<file path="config.mk">
export PLATFORM = sky130hd
export DESIGN_NAME = ccd_pixel_classifier
export DESIGN_NICKNAME = d
export VERILOG_FILES = /design/src/rtl/ccd_cls_pkg.sv /design/src/rtl/ccd_pos_counter.sv /design/src/rtl/ccd_class_decode.sv /design/src/rtl/ccd_tag_reg.sv /design/src/rtl/ccd_pixel_classifier.sv
export SDC_FILE = /design/constraint.sdc
export NUM_CORES = 1
export LEC_CHECK = 0
export BUFFER_PORTS_ARGS = -buffer_cell sky130_fd_sc_hd__buf_2
export CORE_UTILIZATION = 48
export CTS_BUF_LIST = sky130_fd_sc_hd__clkbuf_4 sky130_fd_sc_hd__clkbuf_8 sky130_fd_sc_hd__clkbuf_16
export DETAILED_ROUTE_END_ITERATION = 8
export PLACE_DENSITY = 0.85
export RECOVER_POWER = 50
export SLEW_MARGIN = 10
export SYNTH_ARGS = -nofsm -noshare
export SYNTH_HDL_FRONTEND = slang
export SYNTH_SLANG_ARGS = --single-unit
</file>
<file path="constraint.sdc">
create_clock -name clk -period 1.67 [get_ports clk]
set_input_delay 0.0835 -clock clk [delete_from_list [all_inputs] [get_ports clk]]
set_output_delay 0.0835 -clock clk [all_outputs]
set_load 0.03 [all_outputs]
</file>
<file path="src/rtl/ccd_cls_pkg.sv">
// Shared class and colour encodings for the CCD pixel classifier.
package ccd_cls_pkg;

    typedef enum logic [2:0] {
        CLS_PRESCAN  = 3'd0,
        CLS_DARK     = 3'd1,
        CLS_INSUL    = 3'd2,
        CLS_IMAGE    = 3'd3,
        CLS_DUMMY    = 3'd4,
        CLS_OVERSCAN = 3'd5
    } pix_class_e;

    typedef enum logic [1:0] {
        COL_RED   = 2'd0,
        COL_GREEN = 2'd1,
        COL_BLUE  = 2'd2,
        COL_NONE  = 2'd3
    } bayer_col_e;

    // Site colour of the 2x2 tile: even row B G, odd row G R.
    function automatic bayer_col_e site_color(input logic row_odd, input logic col_odd);
        if (!row_odd) return col_odd ? COL_GREEN : COL_BLUE;
        else          return col_odd ? COL_RED   : COL_GREEN;
    endfunction

endpackage

</file>
<file path="src/rtl/ccd_pos_counter.sv">
// Position and line tracker.
// Counts accepted samples within a line (saturating) and lines since frame
// start (saturating at the dummy-line count), keeps the image-row parity and
// raises a sticky flag when a line closes before its image run completes.
// Assumes frame_start arrives while line_valid is low and mode_two is steady
// across a line.
module ccd_pos_counter #(
    parameter int PREFIX      = 36,
    parameter int USEFUL_ONE  = 2300,
    parameter int USEFUL_TWO  = 1150,
    parameter int DUMMY_LINES = 4,
    parameter int POS_W       = 13,
    parameter int LC_W        = 4
) (
    input  logic             clk,
    input  logic             rst_n,
    input  logic             frame_start,
    input  logic             line_valid,
    input  logic             accept,
    input  logic             mode_two,
    output logic [POS_W-1:0] pos,
    output logic             in_dummy,
    output logic             row_par,
    output logic             err_short
);
    localparam logic [POS_W-1:0] POS_MAX  = {POS_W{1'b1}};
    localparam logic [POS_W-1:0] FULL_ONE = POS_W'(PREFIX + USEFUL_ONE);
    localparam logic [POS_W-1:0] FULL_TWO = POS_W'(PREFIX + USEFUL_TWO);
    localparam logic [LC_W-1:0]  DUM_CNT  = LC_W'(DUMMY_LINES);

    logic            lv_q;
    logic            lv_fall;
    logic [LC_W-1:0] line_cnt;

    assign lv_fall  = lv_q && !line_valid;
    assign in_dummy = (line_cnt < DUM_CNT);

    // Remember line_valid to find the end of each line.
    always_ff @(posedge clk) begin
        if (!rst_n) lv_q <= 1'b0;
        else        lv_q <= line_valid;
    end

    // Sample position within the current line, cleared at line end.
    always_ff @(posedge clk) begin
        if (!rst_n || frame_start || lv_fall) pos <= '0;
        else if (accept && pos != POS_MAX)    pos <= pos + 1'b1;
    end

    // Line count and image-row parity since frame start.
    always_ff @(posedge clk) begin
        if (!rst_n || frame_start) begin
            line_cnt <= '0;
            row_par  <= 1'b0;
        end else if (lv_fall) begin
            if (in_dummy) line_cnt <= line_cnt + 1'b1;
            else          row_par  <= !row_par;
        end
    end

    // Sticky flag for a line that ended before its image run was complete.
    always_ff @(posedge clk) begin
        if (!rst_n) err_short <= 1'b0;
        else if (lv_fall && pos < (mode_two ? FULL_TWO : FULL_ONE)) err_short <= 1'b1;
    end


    err_sticky_chk: assert property (@(posedge clk) disable iff (!rst_n)
        err_short |=> err_short);


    frame_clear_chk: assert property (@(posedge clk) disable iff (!rst_n)
        frame_start |=> (in_dummy || DUMMY_LINES == 0) && !row_par && pos == '0);


    dummy_row_hold_chk: assert property (@(posedge clk) disable iff (!rst_n)
        (lv_fall && in_dummy && !frame_start) |=> $stable(row_par));

endmodule

</file>
<file path="src/rtl/ccd_class_decode.sv">
// Combinational classifier.
// Maps the line position, dummy state, row parity, geometry mode and phase
// select onto a class tag, a Bayer colour and the line start/end marks.
// Assumes pos counts accepted samples from 0 within the line.
module ccd_class_decode
    import ccd_cls_pkg::*;
#(
    parameter int PRESCAN    = 12,
    parameter int DARK       = 16,
    parameter int INSUL      = 8,
    parameter int USEFUL_ONE = 2300,
    parameter int USEFUL_TWO = 1150,
    parameter int POS_W      = 13
) (
    input  logic [POS_W-1:0] pos,
    input  logic             in_dummy,
    input  logic             row_par,
    input  logic             mode_two,
    input  logic [1:0]       phase_sel,
    output pix_class_e       cls,
    output bayer_col_e       color,
    output logic             sol,
    output logic             eol
);
    localparam int               PREFIX     = PRESCAN + DARK + INSUL;
    localparam logic [POS_W-1:0] END_PRE    = POS_W'(PRESCAN);
    localparam logic [POS_W-1:0] END_DARK   = POS_W'(PRESCAN + DARK);
    localparam logic [POS_W-1:0] END_INSUL  = POS_W'(PREFIX);
    localparam logic [POS_W-1:0] END_ONE    = POS_W'(PREFIX + USEFUL_ONE);
    localparam logic [POS_W-1:0] END_TWO    = POS_W'(PREFIX + USEFUL_TWO);
    localparam logic             PREFIX_ODD = (PREFIX % 2) == 1;

    logic [POS_W-1:0] img_end;
    logic             col_odd;
    logic             row_odd;

    // Select the image-run limit for the geometry in use.
    assign img_end = mode_two ? END_TWO : END_ONE;
    assign col_odd = pos[0] ^ PREFIX_ODD ^ phase_sel[0];
    assign row_odd = row_par ^ phase_sel[1];

    // Class from the position band the sample falls in.
    always_comb begin
        if      (pos < END_PRE)   cls = CLS_PRESCAN;
        else if (pos < END_DARK)  cls = CLS_DARK;
        else if (pos < END_INSUL) cls = CLS_INSUL;
        else if (pos < img_end)   cls = in_dummy ? CLS_DUMMY : CLS_IMAGE;
        else                      cls = CLS_OVERSCAN;
    end

    // Colour only for image samples.
    always_comb begin
        color = (cls == CLS_IMAGE) ? site_color(row_odd, col_odd) : COL_NONE;
    end

    // Line delimiters.
    assign sol = (pos == '0);
    assign eol = (pos == img_end - 1'b1);

endmodule

</file>
<file path="src/rtl/ccd_tag_reg.sv">
// Output stage.
// Registers the sample and its tags for one cycle so that the outputs leave
// the block from flops. Assumes the tags are valid whenever in_vld is high.
module ccd_tag_reg
    import ccd_cls_pkg::*;
#(
    parameter int DW = 12
) (
    input  logic          clk,
    input  logic          rst_n,
    input  logic          in_vld,
    input  logic [DW-1:0] in_data,
    input  pix_class_e    in_cls,
    input  bayer_col_e    in_color,
    input  logic          in_sol,
    input  logic          in_eol,
    output logic          out_vld,
    output logic [DW-1:0] out_data,
    output logic [2:0]    out_class,
    output logic [1:0]    out_color,
    output logic          out_sol,
    output logic          out_eol
);
    // Valid and marks follow every cycle; payload loads on a sample.
    always_ff @(posedge clk) begin
        if (!rst_n) begin
            out_vld   <= 1'b0;
            out_data  <= '0;
            out_class <= 3'd0;
            out_color <= 2'd0;
            out_sol   <= 1'b0;
            out_eol   <= 1'b0;
        end else begin
            out_vld <= in_vld;
            out_sol <= in_vld && in_sol;
            out_eol <= in_vld && in_eol;
            if (in_vld) begin
                out_data  <= in_data;
                out_class <= in_cls;
                out_color <= in_color;
            end
        end
    end


    idle_quiet_chk: assert property (@(posedge clk) disable iff (!rst_n)
        !in_vld |=> !out_vld && !out_sol && !out_eol);


    sol_class_chk: assert property (@(posedge clk) disable iff (!rst_n)
        (out_vld && out_sol) |-> out_class == 3'(CLS_PRESCAN));


    eol_class_chk: assert property (@(posedge clk) disable iff (!rst_n)
        (out_vld && out_eol) |-> (out_class == 3'(CLS_IMAGE) || out_class == 3'(CLS_DUMMY)));


    color_none_chk: assert property (@(posedge clk) disable iff (!rst_n)
        out_vld |-> ((out_class == 3'(CLS_IMAGE)) == (out_color != 2'(COL_NONE))));

endmodule

</file>
<file path="src/rtl/ccd_pixel_classifier.sv">
// CCD readout pixel classifier, top level.
// Tags each accepted sample of one output stream with its class and Bayer
// colour, one cycle after acceptance. Assumes frame_start is pulsed while
// line_valid is low and that mode_two and phase_sel change only between lines.
module ccd_pixel_classifier
    import ccd_cls_pkg::*;
#(
    parameter int DW          = 12,
    parameter int PRESCAN     = 12,
    parameter int DARK        = 16,
    parameter int INSUL       = 8,
    parameter int USEFUL_ONE  = 2300,
    parameter int USEFUL_TWO  = 1150,
    parameter int DUMMY_LINES = 4
) (
    input  logic          clk,
    input  logic          rst_n,
    input  logic          frame_start,
    input  logic          mode_two,
    input  logic [1:0]    phase_sel,
    input  logic          line_valid,
    input  logic          pix_stb,
    input  logic [DW-1:0] pix_data,
    output logic          out_vld,
    output logic [DW-1:0] out_data,
    output logic [2:0]    out_class,
    output logic [1:0]    out_color,
    output logic          out_sol,
    output logic          out_eol,
    output logic          err_short
);
    localparam int PREFIX  = PRESCAN + DARK + INSUL;
    localparam int MAX_USE = (USEFUL_ONE > USEFUL_TWO) ? USEFUL_ONE : USEFUL_TWO;
    localparam int POS_W   = $clog2(PREFIX + MAX_USE + 1) + 1;
    localparam int LC_W    = $clog2(DUMMY_LINES + 1) + 1;

    logic             accept;
    logic [POS_W-1:0] pos;
    logic             in_dummy;
    logic             row_par;
    pix_class_e       cls;
    bayer_col_e       color;
    logic             sol;
    logic             eol;

    assign accept = line_valid && pix_stb;

    ccd_pos_counter #(
        .PREFIX      (PREFIX),
        .USEFUL_ONE  (USEFUL_ONE),
        .USEFUL_TWO  (USEFUL_TWO),
        .DUMMY_LINES (DUMMY_LINES),
        .POS_W       (POS_W),
        .LC_W        (LC_W)
    ) u_pos (
        .clk         (clk),
        .rst_n       (rst_n),
        .frame_start (frame_start),
        .line_valid  (line_valid),
        .accept      (accept),
        .mode_two    (mode_two),
        .pos         (pos),
        .in_dummy    (in_dummy),
        .row_par     (row_par),
        .err_short   (err_short)
    );

    ccd_class_decode #(
        .PRESCAN    (PRESCAN),
        .DARK       (DARK),
        .INSUL      (INSUL),
        .USEFUL_ONE (USEFUL_ONE),
        .USEFUL_TWO (USEFUL_TWO),
        .POS_W      (POS_W)
    ) u_dec (
        .pos       (pos),
        .in_dummy  (in_dummy),
        .row_par   (row_par),
        .mode_two  (mode_two),
        .phase_sel (phase_sel),
        .cls       (cls),
        .color     (color),
        .sol       (sol),
        .eol       (eol)
    );

    ccd_tag_reg #(
        .DW (DW)
    ) u_out (
        .clk       (clk),
        .rst_n     (rst_n),
        .in_vld    (accept),
        .in_data   (pix_data),
        .in_cls    (cls),
        .in_color  (color),
        .in_sol    (sol),
        .in_eol    (eol),
        .out_vld   (out_vld),
        .out_data  (out_data),
        .out_class (out_class),
        .out_color (out_color),
        .out_sol   (out_sol),
        .out_eol   (out_eol)
    );

endmodule

</file>
## After elaboration in Yosys (flattened, before gate mapping)

Index checks and enable logic that the tools add are counted.

| storage, ports and cells | value |
|---|---|
| register bits after elaboration | 40 |
| input bits | 20 |
| output and inout port bits | 21 |

| cells by class | value |
|---|---|
| add/subtract/negate cells | 3 |
| order comparisons | 5 |
| equality and inequality tests | 3 |
| muxes and demuxes | 10 |
| bitwise gates (word level) | 3 |
| reductions and logical operators | 14 |

Operators by type and width:

| operator | number |
|---|---|
| $mux 3 | 5 |
| $add 13x1->13 const B | 1 |
| $eq 13x13->1 | 1 |
| $logic_not 13->1 | 1 |
| $lt 13x12->1 | 1 |
| $lt 13x4->1 const B | 1 |
| $lt 13x5->1 const B | 1 |
| $lt 13x6->1 const B | 1 |
| $ne 13x13->1 const B | 1 |
| $sub 12x1->13 const B | 1 |
| $mux 12 | 1 |
| $logic_and 1x1->1 | 6 |
| $mux 2 | 3 |
| $add 4x1->4 const B | 1 |
| $lt 4x3->1 const B | 1 |
| $reduce_and 2->1 | 2 |
| $eq 3x2->1 const B | 1 |
| $logic_not 1->1 | 3 |
| $logic_or 1x1->1 | 2 |
| $xor 1x1->1 | 2 |
| $mux 1 | 1 |
| $not 1->1 | 1 |

## Logic depth before layout (Yosys ltp)

Gate-level depths: netlist of the first run.

| logic depth | value |
|---|---|
| depth after elaboration | 8 |
| gate-level depth with buffers | 7 |
| mapped depth without buffers | 7 |

## Cells and area by module

Synthesis of the first run repeated with hierarchy kept, for this count alone.

| second synthesis, totals | value |
|---|---|
| cell total of the unflattened synthesis | 221 |
| area, all modules | 2105.8 um^2 |

By module, submodules not included:

| module | instances | cells an instance | area each (um^2) | sequential area each (um^2) |
|---|---|---|---|---|
| ccd_pos_counter | 1 | 115 | 1023.5 | 400.4 |
| ccd_tag_reg | 1 | 61 | 725.7 | 400.4 |
| ccd_class_decode | 1 | 44 | 350.3 | 0.0 |
| ccd_pixel_classifier | 1 | 1 | 6.3 | 0.0 |

## Worst setup path after synthesis of the first run

OpenSTA, ideal clock, no wires.

| path | value |
|---|---|
| path kind | register to register |
| start | register u_pos.pos[10] |
| end | register u_out.out_color[1] |
| arrival time | 1510 ps |
| data required time | 1550 ps |
| setup slack | 40 ps |
| stages on the path, launching flop included | 7 |
| buffers on the path | 0 |
| period minus slack after synthesis | 1630 ps |
| cell sequence | dfxtp_1 -> ha_1 -> a21o_1 -> a211oi_1 -> o2111ai_2 -> nor2_1 -> a21oi_1 |

| between the ends | value |
|---|---|
| longest elaborated chain between the ends | 7 |
| elaborated cells between the ends (all ways) | 10 |
| classes of those cells | order compare: 4; eq/ne: 1; mux: 5 |

RTL lines:

| item | RTL line | source |
|---|---|---|
| start: declaration | ccd_pos_counter.sv:21 | `output logic [POS_W-1:0] pos,` |
| start signal: assignment | ccd_pos_counter.sv:47 | `else if (accept && pos != POS_MAX) pos <= pos + 1'b1;` |
| $lt 13x12->1 | ccd_class_decode.sv:47 | `else if (pos < img_end) cls = in_dummy ? CLS_DUMMY : CLS_IMAGE;` |
| $mux 3 | ccd_class_decode.sv:47 |  |
| $mux 3 | ccd_class_decode.sv:46 | `else if (pos < END_INSUL) cls = CLS_INSUL;` |
| $mux 3 | ccd_class_decode.sv:45 | `else if (pos < END_DARK) cls = CLS_DARK;` |
| $mux 3 * | ccd_class_decode.sv:44 | `if (pos < END_PRE) cls = CLS_PRESCAN;` |
| $eq 3x2->1 * | ccd_class_decode.sv:53 | `color = (cls == CLS_IMAGE) ? site_color(row_odd, col_odd) : COL_NONE;` |
| $mux 2 * | ccd_class_decode.sv:53 |  |
| end signal: assignment | ccd_tag_reg.sv:40 | `out_color <= in_color;` |
| end: declaration | ccd_tag_reg.sv:20 | `output logic [1:0] out_color,` |

Every way passes the cells marked *; elsewhere a longest branch is shown, timed or not.
A chain may end at the register's enable or synchronous reset.

## Final worst setup path of the first run

| path | value |
|---|---|
| start | register u_pos.pos[10] |
| end | register u_out.out_color[0] |

Same word-level chain as after synthesis.

==> results of run 1 <==
-- routing by layer --
layer	vias to the layer above	routed length, um	part of all wire
met5	-	0	0
met4	0	55	0.012
met3	6	335	0.074
met2	68	2110	0.47
met1	815	2000	0.44
li1	886	-	-
-- stage by stage --
step,hold WS (ns),instances,utilization
after detailed placement,0.331,315,0.595
after global routing,0.00559,326,0.640
after floorplan,0.205,225,-
final,0.0174,326,0.640
after CTS,0.0132,323,0.627
after global placement,0.325,315,0.595
-- cell type report --
cell class                 count  area (um^2)  area share
multi-input combinational    167         1100       0.456
sequential                    40          808       0.335
timing repair buffer          56          303       0.125
clock buffer                   5         68.8      0.0285
tap                           48         60.1      0.0249
clock inverter                 3         47.5      0.0197
inverter                       7         26.3      0.0109
-- sequential cells by signal (all words and copies together) (netlist names) --
register / count
u_out.out_class: 3
u_out.out_color: 2
u_out.out_data: 12
u_out.out_eol: 1
u_out.out_sol: 1
u_out.out_vld: 1
u_pos.err_short: 1
u_pos.line_cnt: 4
u_pos.lv_q: 1
u_pos.pos: 13
u_pos.row_par: 1
-- placed cells by master, fill, tap and decap left out, types with 2 or more instances in the layout --
cell and n:
a21oi_1 21, a31oi_1 2, and3_1 4, buf_2 26
buf_4 16, clkbuf_1 14, clkbuf_8 5, clkinv_4 2
dfxtp_1 36, dfxtp_2 3, ha_1 7, ha_4 2
inv_1 7, nand2_1 35, nand2b_1 2, nand3_1 9
nand3_2 2, nand4_1 3, nor2_1 23, nor2_2 2
nor3_1 7, nor4_1 2, nor4_4 2, o21ai_0 7
o21bai_1 2, or3_1 2, xnor2_1 7, xor2_1 3
-- cells in the mapped netlist, types with 2 or more instances --
cell,instances
dfxtp_1,40
nand2_1,35
nor2_1,25
a21oi_1,21
ha_1,9
nand3_1,9
inv_1,7
nor3_1,7
o21ai_0,7
xnor2_1,7
and3_1,4
clkbuf_1,4
buf_2,3
nand4_1,3
xor2_1,3
a31oi_1,2
buf_6,2
nand2b_1,2
nand3_2,2
nor4_1,2
nor4_4,2
o21bai_1,2
or3_1,2
-- kinds of logic after synthesis --
group                      Yosys count  share of synthesized area
AOI/OAI and AO/OA                   43                      0.149
muxes                                1                    0.00513
xor gates and xnor gates            10                     0.0449
adders and majority gates            9                     0.0577
buffers and inverters               18                     0.0468
and+or+nand+nor                    104                      0.286
DFF                                 40                      0.411
-- worst max path at each step --
stage | cells after the start | to | from
floorplan | 6 | u_out.out_color[1] | u_pos.pos[10]
global placement | 6 | u_out.out_color[0] | u_pos.pos[10]
detailed placement | 6 | u_out.out_color[1] | u_pos.pos[10]
CTS | 5 | u_pos.err_short | u_pos.pos[11]
global route | 8 | u_pos.pos[3] | u_pos.pos[1]
finish | 6 | u_out.out_color[0] | u_pos.pos[10]
-- critical path, cell delays in order, from the launching register on --
cell       delay, ns
dfxtp_1         0.32
ha_1            0.29
a21o_1          0.19
a211oi_2        0.28
o2111ai_2       0.20
nor2_2          0.16
a21oi_1         0.10
-- timing repair --
action	CTS	global route
pin swaps	1	6
gates cloned	0	0
hold buffers	0	0
setup endpoints to repair	2	11
setup buffers	0	3
resized for setup	1	11
-- power by group through the flow --
stage	clock network, mW	registers [mW]	logic, mW
detailed placement	0	1.01	0.179
finish	0.804	0.985	0.180
CTS	0.818	0.986	0.180
global placement	0	1.01	0.175
floorplan	0	1.05	0.0732
global route	0.859	0.988	0.196
==> flow_summary.json, run 1 <==
{
  "status": "finished, final reports clean",
  "report.final.slew_viol_count": 0,
  "cts.sinks": 40,
  "first_pass_iters": 5,
  "power.density_nw_per_um2": 816,
  "routabilityCongestion": 0.899,
  "drtAntennaViolNets": 0,
  "p_seq_frac": 0.500,
  "cts_buffer_depth": 2,
  "cts-root-buf": "clkbuf_8",
  "finalPower_mw": 1.97,
  "p_int_mw": 1.49,
  "hold_path.class": "input pin to flip-flop",
  "yosys_warnings": 0,
  "core_um2": 3770,
  "dpl_cell_area_um2": 2240,
  "synth_top_area_share": 0.411,
  "r2r-end": "u_out.out_color[0]",
  "reg2reg_from": "u_pos.pos[10]",
  "p_leak_nw": 0.956,
  "crit_fanout": 3,
  "cp.required_ns": 1.85,
  "syn_to_final_growth_pct": 23.7,
  "use_met1": 0.293,
  "drt_iter0_markers": 133,
  "top_usage_layer": "met2",
  "grt_pass1_vias": 1490,
  "tritoncts": "yes",
  "fmax_ghz": 0.605,
  "fin_tns_setup_ns": 0,
  "nets": 306,
  "worst-r2r-cell-count": 6,
  "hold_viol_final": 0,
  "crit_path_start_kind": "flip-flop",
  "io_pins": 41,
  "route.detailed.drc": 0,
  "synth_cell_types": 48,
  "maxCapViolCount": 0,
  "grt_pass1_wl_mm": 6.82,
  "nFillCells": 291,
  "die_area_um2": 4320,
  "grt_start_max_net_pins": 15,
  "rsz0062_at_grt": "yes",
  "grt_util_met3": 0.0521,
  "cts_max_level": 2,
  "clock_latency_ns": 0.30,
  "vias": 1775,
  "fp.dieH_um": 65.7,
  "syn_area_per_cell_um2": 8.67,
  "power_frac_clock": 0.408,
  "min_to": "u_out.out_data[11]",
  "setup_viol": 0,
  "fin_ws_ns": 0.0183,
  "cts_buffers": 5,
  "syn-cell-area_um2": 1950,
  "hp-start": "pix_data[11]",
  "dieWidth_um": 65.7,
  "antenna_found_initial": 0,
  "final_cell_area_um2": 2410,
  "met2_usage": 0.302,
  "finalCritPeriodShare": 0.989,
  "ys.flop_type": "dfxtp_1",
  "initial_core_util": 0.517,
  "pre_cts_slack_ns": 0.00897,
  "synth_top_area_cell": "dfxtp_1",
  "synth-edff-count": 0,
  "r2r_slack_ns": 0.02,
  "layout-drive-gt1-share": 0.259,
  "worst_pin_slew_ns": 0.426,
  "overflow": 0,
  "ys_seq_area_frac": 0.411,
  "wl_per_cell_um": 13.8,
  "p_sw_frac": 0.246,
  "p_sw_uw": 484,
  "vias_per_cell": 5.44,
  "synth.net_count": 254,
  "synth.area.top_cells": "dfxtp_1 (41%), nand2_1 (6.7%), ha_1 (5.8%), a21oi_1 (5.4%), nor2_1 (4.8%)",
  "post-route-min-period_ns": 1.65,
  "whs_path_depth": 3,
  "synthArstFlopShare": 0,
  "clock-skew-final_ns": 0.0105,
  "critPathCaptureType": "flip-flop",
  "num_antenna_cells": 0,
  "critPathKind": "flip-flop to flip-flop",
  "worst_slew_margin_rel": 0.714,
  "grt_use_total": 0.209,
  "combinationalPowerShare": 0.091,
  "dp_hpwl_mm": 3.08,
  "arrival_ns": 1.83,
  "port_buffers": 40,
  "wirelength_mm": 4.50,
  "rows": 22,
  "syn_inst": 225,
  "clk_pin_slew_worst_paths_ns": 0.08,
  "synth_seq_cells": 40,
  "worst_ir_drop_vdd_v": 0.000435
}
(Power assumes the default switching activity.)
==> inputs of run 2 (changes only) <==
--- a/config.mk
+++ b/config.mk
@@ -5,11 +5,12 @@
 export SDC_FILE = /design/constraint.sdc
 export NUM_CORES = 1
 export LEC_CHECK = 0
+export ABC_AREA = 1
 export BUFFER_PORTS_ARGS = -buffer_cell sky130_fd_sc_hd__buf_2
-export CORE_UTILIZATION = 48
+export CORE_UTILIZATION = 49
 export CTS_BUF_LIST = sky130_fd_sc_hd__clkbuf_4 sky130_fd_sc_hd__clkbuf_8 sky130_fd_sc_hd__clkbuf_16
 export DETAILED_ROUTE_END_ITERATION = 8
-export PLACE_DENSITY = 0.85
+export PLACE_DENSITY = 0.87
 export RECOVER_POWER = 50
 export SLEW_MARGIN = 10
 export SYNTH_ARGS = -nofsm -noshare
==> flow_summary.json, run 2 <==
{
  "status": "finished, final reports clean",
  "synth_top_area_cell": "dfxtp_1",
  "crit_cells": 8,
  "crit_path_start_kind": "flip-flop",
  "synth.area.top_cells": "dfxtp_1 (41%), nor2_1 (9.6%), nand2_1 (8.6%), ha_1 (5.7%), o21ai_0 (5.6%)",
  "worst_pin_slew_ns": 0.778,
  "synth_seq_cells": 40,
  "worst_slew_margin_rel": 0.481,
  "io_pins": 41,
  "route.detailed.drc": 0,
  "synth.net_count": 301,
  "largest_reg_flops": 13,
  "wirelength_mm": 4.55,
  "crit_fanout": 6,
  "synth-edff-count": 0,
  "cts_buffer_depth": 2,
  "ys.flop_type": "dfxtp_1",
  "overflow": 0,
  "layout-drive-gt1-share": 0.176,
  "arrival_ns": 1.74,
  "grt_start_max_net_pins": 19,
  "whs_path_depth": 3,
  "synth_most_common_cell": "nor2_1",
  "syn-cell-area_um2": 1960,
  "critPathCaptureType": "flip-flop",
  "die_area_um2": 4260,
  "power.density_nw_per_um2": 857,
  "num_antenna_cells": 0,
  "critPathKind": "flip-flop to flip-flop",
  "clk_pin_slew_worst_paths_ns": 0.08,
  "regMostFlops": "u_pos.pos",
  "finalCritPeriodShare": 0.921,
  "setup_viol": 0,
  "postCtsHoldBufs": 0,
  "whs_ns": 0.0192,
  "nets": 352,
  "syn_to_final_growth_pct": 20.3,
  "cts_max_level": 2,
  "hold_viol_final": 0,
  "r2r-end": "u_out.out_color[1]",
  "initial_core_util": 0.524,
  "reg_top3": "u_pos.pos: 13 flops, u_out.out_data: 12 flops, u_pos.line_cnt: 4 flops",
  "cts.sinks": 40,
  "report.final.slew_viol_count": 0,
  "grt_pass1_vias": 1761,
  "crit_family": "simple AND/OR/NAND/NOR gates",
  "dieWidth_um": 65.3,
  "clock_latency_ns": 0.30,
  "cp.required_ns": 1.87,
  "tritoncts": "yes",
  "vias_per_cell": 5.18,
  "netlist_top_cells_count": "nor2_1 (50), nand2_1 (45), dfxtp_1 (40), inv_1 (25), o21ai_0 (22)",
  "drt_iter0_markers": 137,
  "port_buffers": 40,
  "syn_area_per_cell_um2": 7.22,
  "drtAntennaViolNets": 0,
  "reg2reg_from": "u_pos.pos[7]",
  "post-route-min-period_ns": 1.54,
  "grt_use_total": 0.230,
  "worstPathCellList": "ha_1 > nand3_1 > nand3_1 > nand2_1 > and3_1 > nand4_1 > nor2_1 > nor2_1",
  "synth_cell_types": 30,
  "postCtsSetupRepairBufs": 0,
  "worst-r2r-cell-count": 8,
  "fin_tns_setup_ns": 0,
  "worst_ir_drop_vdd_v": 0.000389,
  "clock-skew-final_ns": 0.0122,
  "antenna_found_initial": 0,
  "nFillCells": 338,
  "final_cell_mix": "nor2_1 (49), nand2_1 (45), dfxtp_1 (38), inv_1 (25), buf_2 (24)",
  "fp.dieH_um": 65.3,
  "rows": 22,
  "ys_seq_area_frac": 0.408,
  "p_leak_nw": 0.966,
  "critical_path.max_stage_delay_ns": 0.43,
  "grt_pass1_wl_mm": 7.49,
  "routabilityCongestion": 0.890,
  "synth_top_area_share": 0.408,
  "first_pass_iters": 4,
  "hold_path.class": "input pin to flip-flop",
  "syn_inst": 272,
  "crit_path_end": "u_out.out_color[1]",
  "vias": 1926,
  "rsz0062_at_grt": "no",
  "post_cts_resized": 0,
  "fmax_ghz": 0.650,
  "crit_start": "u_pos.pos[7]",
  "slowest_stage": "dfxtp_2",
  "maxCapViolCount": 0,
  "r2r_slack_ns": 0.13,
  "wl_per_cell_um": 12.2,
  "cts-root-buf": "clkbuf_8",
  "cts_buffers": 5,
  "synthArstFlopShare": 0,
  "dp_hpwl_mm": 3.33,
  "core_um2": 3740,
  "layout_commonest_cell": "nor2_1",
  "yosys_warnings": 0,
  "crit_buf_inv": 0
}
## run 2: through the flow
| stage | cell area [um^2] | utilization | instances | worst slack [ns] | total power [mW] |
|---|---|---|---|---|---|
| floorplan | 1960 | - | 272 | 0.143 | 1.17 |
| global placement | 2260 | 0.605 | 364 | 0.0942 | 1.24 |
| detailed placement | 2260 | 0.605 | 364 | 0.0893 | 1.25 |
| CTS | 2380 | 0.635 | 372 | 0.0648 | 2.04 |
| global route | 2360 | 0.631 | 372 | 0.00611 | 2.10 |
| finish | 2360 | 0.631 | 372 | 0.132 | 2.02 |
## run 2: area by class of cell
type,count,area (um^2),area share
Multi-Input combinational cell,197,1030,0.435
Timing Repair Buffer,50,248,0.105
Clock inverter,3,46.3,0.0196
Sequential cell,40,803,0.340
Inverter,29,109,0.0461
Tap cell,48,60.1,0.0254
Clock buffer,5,68.8,0.0291
## run 2: worst min-delay path by stage
stage          startpoint             to  slack, ns
4_1_cts        line_valid     u_pos.lv_q      0.004
5_1_grt        line_valid     u_pos.lv_q       0.05
3_3_place_gp   line_valid     u_pos.lv_q       0.31
6_report       line_valid     u_pos.lv_q       0.02
3_5_place_dp   line_valid     u_pos.lv_q       0.31
2_1_floorplan    mode_two  u_out.out_eol       0.18
## run 2: logic make-up (layout without fill, tap and decap cells)
| family | after synthesis | in the layout | synth area share |
|---|---|---|---|
| buffers and inverters | 35 | 87 | 0.0733 |
| and+or+nand+nor | 136 | 136 | 0.308 |
| AOI/OAI and AO/OA | 44 | 44 | 0.118 |
| adders and majority gates | 9 | 9 | 0.0574 |
| DFF | 40 | 40 | 0.408 |
| xor gates and xnor gates | 8 | 8 | 0.0357 |
## run 2: worst reg2reg max path, stage by stage, from the launching register on
cell and delay, ns:
dfxtp_2 0.43, ha_1 0.27, nand3_1 0.08, nand3_1 0.06, nand2_1 0.12, and3_1 0.20, nand4_1 0.10, nor2_1 0.12
nor2_1 0.05
## run 2: report_power, final
group	internal, mW	leakage [nW]	switching [mW]
registers	0.984	0.327	0.0139
clock network	0.450	0.0548	0.353
logic	0.0721	0.584	0.151
total	1.51	0.966	0.518
## run 2: per-layer routing
metal  wire length, um  global-route usage  up-vias
li1                  -                   -      991
met1              1990               0.283      856
met2              2150               0.379       72
met3               338              0.0399        7
met4                70               0.122        0
met5                 0                   0        -
